[src/rtl/gpio_ctrl_pkg.sv]
package gpio_ctrl_pkg;
  localparam int unsigned LANE_W    = 32;
  localparam int unsigned ADDR_W    = 12;
  localparam int unsigned WIN_BANKS = 3;   // banks held by each address window
  localparam int unsigned FN_STRIDE = 12;  // bytes between function groups
  localparam int unsigned MASK_SLOT = 13;  // 0x9C / FN_STRIDE

  typedef enum logic [2:0] {
    FN_LEVEL = 3'd0,
    FN_DIR   = 3'd1,
    FN_SET   = 3'd2,
    FN_CLR   = 3'd3,
    FN_RISE  = 3'd4,
    FN_FALL  = 3'd5,
    FN_STAT  = 3'd6,
    FN_MASK  = 3'd7
  } fn_e;
endpackage

[src/rtl/gpio_rst_sync.sv]
module gpio_rst_sync (
  input  logic clk,
  input  logic rst_n,
  output logic rst_sync_n
);
  logic [1:0] stage_q;

  always_ff @(posedge clk or negedge rst_n) begin
    if (!rst_n) stage_q <= 2'b00;
    else        stage_q <= {stage_q[0], 1'b1};
  end

  assign rst_sync_n = stage_q[1];
endmodule

[src/rtl/gpio_addr_dec.sv]
module gpio_addr_dec
  import gpio_ctrl_pkg::*;
#(
  parameter int unsigned NUM_BANKS = 4,
  parameter int unsigned BANK_W    = 2
) (
  input  logic [ADDR_W-1:0] addr,
  output logic              hit,
  output logic [BANK_W-1:0] bank,
  output fn_e               fn
);
  logic [7:0] lo;
  logic [7:0] slot;
  logic [3:0] sub;
  logic [3:0] bnk;
  logic       slot_ok;

  always_comb begin
    lo   = addr[7:0];
    slot = lo / 8'(FN_STRIDE);
    sub  = 4'(lo - 8'(slot * 8'(FN_STRIDE)));
    bnk  = {2'b00, sub[3:2]} + (addr[8] ? 4'(WIN_BANKS) : 4'd0);
    fn      = FN_LEVEL;
    slot_ok = 1'b1;
    if (slot < 8'd7)                   fn = fn_e'(slot[2:0]);
    else if (slot == 8'(MASK_SLOT))    fn = FN_MASK;
    else                               slot_ok = 1'b0;
    hit  = slot_ok && (sub[1:0] == 2'b00) && (addr[11:9] == 3'b000)
           && (int'(bnk) < int'(NUM_BANKS));
    bank = bnk[BANK_W-1:0];
  end
endmodule

[src/rtl/gpio_bank.sv]
module gpio_bank
  import gpio_ctrl_pkg::*;
#(
  parameter int unsigned      WIDTH = 32,
  parameter logic [WIDTH-1:0] INV   = '0
) (
  input  logic             clk,
  input  logic             rst_n,
  input  logic [WIDTH-1:0] pad_i,
  input  logic             wr_en,
  input  fn_e              fn,
  input  logic [WIDTH-1:0] wdata,
  output logic [31:0]      rdata,
  output logic [WIDTH-1:0] out_o,
  output logic [WIDTH-1:0] oe_o,
  output logic [WIDTH-1:0] stat_o,
  output logic [WIDTH-1:0] mask_o
);
  logic [WIDTH-1:0] sync1_q, sync2_q, prev_q;
  logic [WIDTH-1:0] dir_q, out_q, rise_q, fall_q, stat_q, mask_q;
  logic [WIDTH-1:0] dir_d, out_d, rise_d, fall_d, stat_d, mask_d;
  logic [WIDTH-1:0] ev;
  logic             cfg_en, stat_en;

  // next-state
  always_comb begin
    dir_d  = dir_q;
    out_d  = out_q;
    rise_d = rise_q;
    fall_d = fall_q;
    mask_d = mask_q;
    if (wr_en) begin
      case (fn)
        FN_DIR:  dir_d  = wdata;
        FN_SET:  out_d  = out_q | wdata;
        FN_CLR:  out_d  = out_q & ~wdata;
        FN_RISE: rise_d = wdata;
        FN_FALL: fall_d = wdata;
        FN_MASK: mask_d = wdata;
        default: ;
      endcase
    end
    ev     = (sync2_q & ~prev_q & rise_q) | (~sync2_q & prev_q & fall_q);
    stat_d = stat_q;
    if (wr_en && fn == FN_STAT) stat_d = stat_d & ~wdata;
    stat_d  = stat_d | ev;          // a fresh edge wins over the clear
    cfg_en  = wr_en;
    stat_en = (wr_en && fn == FN_STAT) || (|ev);
  end

  // synchronizer and edge history
  always_ff @(posedge clk or negedge rst_n) begin
    if (!rst_n) begin
      sync1_q <= '0;
      sync2_q <= '0;
      prev_q  <= '0;
    end else begin
      sync1_q <= pad_i;
      sync2_q <= sync1_q;
      prev_q  <= sync2_q;
    end
  end

  // configuration registers
  always_ff @(posedge clk or negedge rst_n) begin
    if (!rst_n) begin
      dir_q  <= '0;
      out_q  <= '0;
      rise_q <= '0;
      fall_q <= '0;
      mask_q <= '0;
    end else if (cfg_en) begin
      dir_q  <= dir_d;
      out_q  <= out_d;
      rise_q <= rise_d;
      fall_q <= fall_d;
      mask_q <= mask_d;
    end
  end

  // sticky status
  always_ff @(posedge clk or negedge rst_n) begin
    if (!rst_n)       stat_q <= '0;
    else if (stat_en) stat_q <= stat_d;
  end

  always_comb begin
    case (fn)
      FN_LEVEL: rdata = 32'(sync2_q);
      FN_DIR:   rdata = 32'(dir_q);
      FN_RISE:  rdata = 32'(rise_q);
      FN_FALL:  rdata = 32'(fall_q);
      FN_STAT:  rdata = 32'(stat_q);
      FN_MASK:  rdata = 32'(mask_q);
      default:  rdata = 32'd0;
    endcase
  end

  assign out_o  = out_q;
  assign oe_o   = dir_q ^ INV;
  assign stat_o = stat_q;
  assign mask_o = mask_q;
endmodule

[src/rtl/gpio_ctrl.sv]
module gpio_ctrl
  import gpio_ctrl_pkg::*;
#(
  parameter int unsigned NUM_BANKS = 4,
  parameter int unsigned LAST_PINS = 20,
  localparam int unsigned NPINS    = (NUM_BANKS - 1) * LANE_W + LAST_PINS,
  parameter logic [NPINS-1:0] INV_MASK = NPINS'(64'hF000_0000_0000_0000)
) (
  input  logic              clk,
  input  logic              rst_n,
  input  logic              bus_sel,
  input  logic              bus_we,
  input  logic [ADDR_W-1:0] bus_addr,
  input  logic [31:0]       bus_wdata,
  output logic [31:0]       bus_rdata,
  input  logic [NPINS-1:0]  pad_in,
  output logic [NPINS-1:0]  pad_out,
  output logic [NPINS-1:0]  pad_oe,
  output logic              irq
);
  localparam int unsigned BANK_W = (NUM_BANKS > 1) ? $clog2(NUM_BANKS) : 1;

  logic              rst_i_n;
  logic              hit;
  logic [BANK_W-1:0] bank_sel;
  fn_e               fn;
  logic [31:0]       bank_rd [NUM_BANKS];
  logic [NPINS-1:0]  stat_all, mask_all;

  gpio_rst_sync u_rst (.clk(clk), .rst_n(rst_n), .rst_sync_n(rst_i_n));

  gpio_addr_dec #(.NUM_BANKS(NUM_BANKS), .BANK_W(BANK_W)) u_dec (
    .addr(bus_addr), .hit(hit), .bank(bank_sel), .fn(fn)
  );

  for (genvar b = 0; b < NUM_BANKS; b++) begin : g_bank
    localparam int unsigned W  = (b == NUM_BANKS - 1) ? LAST_PINS : LANE_W;
    localparam int unsigned LO = b * LANE_W;
    logic wr_b;
    assign wr_b = bus_sel && bus_we && hit && (int'(bank_sel) == b);
    gpio_bank #(.WIDTH(W), .INV(INV_MASK[LO +: W])) u_bank (
      .clk(clk), .rst_n(rst_i_n), .pad_i(pad_in[LO +: W]),
      .wr_en(wr_b), .fn(fn), .wdata(bus_wdata[W-1:0]), .rdata(bank_rd[b]),
      .out_o(pad_out[LO +: W]), .oe_o(pad_oe[LO +: W]),
      .stat_o(stat_all[LO +: W]), .mask_o(mask_all[LO +: W])
    );
  end

  always_comb begin
    bus_rdata = '0;
    if (bus_sel && !bus_we && hit) bus_rdata = bank_rd[bank_sel];
  end

  assign irq = |(stat_all & mask_all);
endmodule

[config.mk]
export PLATFORM = sky130hd
export DESIGN_NAME = gpio_ctrl
export DESIGN_NICKNAME = d
export VERILOG_FILES = /design/src/rtl/gpio_ctrl_pkg.sv /design/src/rtl/gpio_rst_sync.sv /design/src/rtl/gpio_addr_dec.sv /design/src/rtl/gpio_bank.sv /design/src/rtl/gpio_ctrl.sv
export SDC_FILE = /design/constraint.sdc
export NUM_CORES = 2
export LEC_CHECK = 0
export BUFFER_PORTS_ARGS = -buffer_cell sky130_fd_sc_hd__buf_2
export CORE_ASPECT_RATIO = 0.7
export CORE_MARGIN = 3
export CORE_UTILIZATION = 45
export DETAILED_ROUTE_END_ITERATION = 10
export SLEW_MARGIN = 25
export SYNTH_ARGS = -nofsm -noshare
export SYNTH_HDL_FRONTEND = slang
export SYNTH_SLANG_ARGS = --single-unit
[constraint.sdc]
create_clock -name clk -period 41.3 [get_ports clk]
set_input_delay 0 -clock clk [delete_from_list [all_inputs] [get_ports clk]]
set_output_delay 0 -clock clk [all_outputs]
set_load 0.03 [all_outputs]
==> summary.txt <==
Routing
  • Detail Route Antenna Nets: 0
  • DRT iter0 DRCs: 4,803
  • Vias post-DR: 35,600
  • WL final: 164,000 um
  • Number of vias per cell: 6.00
  • # DRC: 0
  • WL per Instance: 27.6 um
  • DR pass1 iterations: 9

Global routing
  • Initial antenna violation count: 7
  • Grt total ovfl: 0
  • Number of global-route vias before repair: 33,400
  • Largest net degree at the start of global routing: 160
  • Gr usage total: 32.6%
  • First-pass GRT wire length: 238,000 um

CTS
  • Post-CTS setup buffer count: 0
  • PostCTS Resize Cnt: 0
  • CTS Buf Count: 102
  • H-Tree Depth: 3
  • Clock tree buffer depth: 3
  • Root buffer cell: clkbuf_16
  • Sink Count: 1,046
  • Hold_buf cts: 266
  • CTS tree: yes
  • Clock insertion delay at the later pin of the skew report: 0.71 ns
  • CTS clk-pin slew, worst paths: 0.06 ns

Pwr
  • Leakage: 0.0232 uW
  • Pwr/cell area: 44.4 nW/um^2
  • VDD IR max: 39.1 uV

Die
  • Starting Density: 45.6%
  • Io pins: 429
  • Die Area: 99,500 um^2
  • Die Width: 376 um
  • Die Span Y: 265 um
  • Core Region: 94,400 um^2
  • Core Rows: 94

Timing
  • Final Hold Violating Endpoints: 0
  • Fin crit share: 16.5%
  • Worst-Margin Slew: 1.18 ns
  • Smallest hold slack: 0.146 ns
  • Slew Viols, Final: 0
  • RSZ-0062 raised after global routing: false
  • Layout Skew: 0.0258 ns
  • Period minus WS final: 6.81 ns
  • Endpoints failing setup: 0
  • Fmax: 147 MHz
  • Setup TNS: 0 ns
  • Slew margin rel.: 20.6%

Setup path
  • Req. time, crit path: 41.30 ns
  • Crit. End Element: primary output
  • Worst-path cell chain: buf_2, nor2b_1, a22o_1, nor2b_1, nor3_4, inv_6, ha_1, o21ai_0, a211o_1, and2_2, a41oi_2, and2_4, buf_4, o21ai_0, a2111oi_1, buf_2
  • Crit-path slowest cell: buf_4
  • Worst setup path class: in2out
  • CP arrival: 6.81 ns
  • CP startpoint kind: input pin
  • CP max stage delay: 0.91 ns
  • Critical path fanouts, max: 68

Worst hold path
  • Hold Path Class: in2async

Yosys
  • Syn Nets: 4,240
  • Synth area leaders: dfrtp_1 (61%), nand2_1 (8.1%), o21ai_0 (7.6%), mux2_2 (3.0%), o211ai_1 (2.2%)
  • Number of flops mapped to enable cells by yosys: 0
  • Async SR Flop Fraction: 100%
  • Synth cell types: 94
  • Ys flop type: dfrtp_1
  • Synth top area share: 60.8%
  • Sequential share of the synthesized area: 60.8%
  • Syn_area_per_cell: 10.6 um^2
  • Synth Register Bits: 1,046
  • Post-synthesis cell area: 43,100 um^2
  • Synth Warn #: 0
  • Largest area contributor in the netlist: dfrtp_1
  • Post-Synthesis Cells: 4,071

Finish
  • Layout cells sized above 1: 17.7%
  • Commonest non-fill, non-tap cell in the layout: dfrtp_1
  • Most frequent cells in the layout: dfrtp_1 (1,045), nand2_1 (924), o21ai_0 (650)
  • Layout Nets: 4,767
  • Ant diodes: 0
  • Layout area overhead: 21.3%

Placement
  • Port bufs: 428
  • Hpwl dp: 105,000 um
  • Gpl congestion: 0.945

Job
  • Number of max-cap violations: 0

Run status
  • Status: finished clean
worst max-delay path, delay by kind of cell:
family	cells	cell delay (ns)
AOI/OAI and AO/OA	6	2.24
adders and majority gates	1	0.47
buffers and inverters	4	2.09
and+or+nand+nor	5	1.94
layer usage:
metal	up-vias	global-route usage (%)	routed length, um
li1	15500	-	-
met1	17700	47.0	68700
met2	2065	46.0	68900
met3	316	11.3	20200
met4	6	10.3	5780
met5	-	0	41
per-stage QoR:
stage,utilization [%],area (um^2),total power [uW],worst slack [ns],std cells
floorplan,-,43100,1190,9.98,4071
global placement,48.5,45800,1270,34.77,5474
detailed placement,48.5,45800,1270,34.52,5475
CTS,55.3,52200,2320,34.70,5931
global route,55.3,52200,2390,34.33,5932
finish,55.3,52200,2320,34.49,5932
power by group:
group | total (uW) | switching, uW | internal, uW
logic | 221 | 154 | 67.8
registers | 1060 | 17.6 | 1040
clock network | 1040 | 424 | 612
cells in the mapped netlist (all sizes together), types with 36 or more instances:
master and count:
a22oi 58, and3 108, nand2 939, a222oi 36
buf 112, o211ai 126, inv 48, a221oi 50
dfrtp 1046, o21ai 668, mux2i 36, mux2 114
clkbuf 210, nand3b 119, a21oi 65, a31oi 74
layout make-up:
type,instances,area (um^2)
fill,8241,42200
tap,1248,1560
sequential,1046,26200
multi-input combinational,2653,15300
timing repair buffer,745,5250
clock inverter,48,709
clock buffer,142,2990
inverter,50,193
worst paths after layout:
path | start | depth (start not counted) | endpoint | slack, ns
setup / recovery | bus_addr[4] | 16 | bus_rdata[22] | 34.49
hold / removal | rst_n | 3 | u_rst.stage_q[1]$_DFF_PN0_ | 0.15
setup reg to reg | u_rst.stage_q[1]$_DFF_PN0_ | 4 | g_bank[3].u_bank.sync2_q[14]$_DFF_PN0_ | 37.31
hold reg to reg | u_rst.stage_q[1]$_DFF_PN0_ | 0 | g_bank[1].u_bank.sync2_q[10]$_DFF_PN0_ | 0.34
max in group asynchronous | u_rst.stage_q[1]$_DFF_PN0_ | 4 | g_bank[3].u_bank.sync2_q[14]$_DFF_PN0_ | 37.31
min in group clk | bus_wdata[15] | 4 | flop | 0.21
cell families after synthesis:
group	after synthesis	share of synthesized area, %
XOR/XNOR	3	0.0610
flip-flops	1046	60.8
buffers and inverters	372	4.01
other	1	0.00871
AND/OR/NAND/NOR	1285	13.5
AO/OA/AOI/OAI	1209	17.6
multiplexers	150	3.82
adder cells (fa/ha/maj)	5	0.163
(Power assumes the default switching activity.)
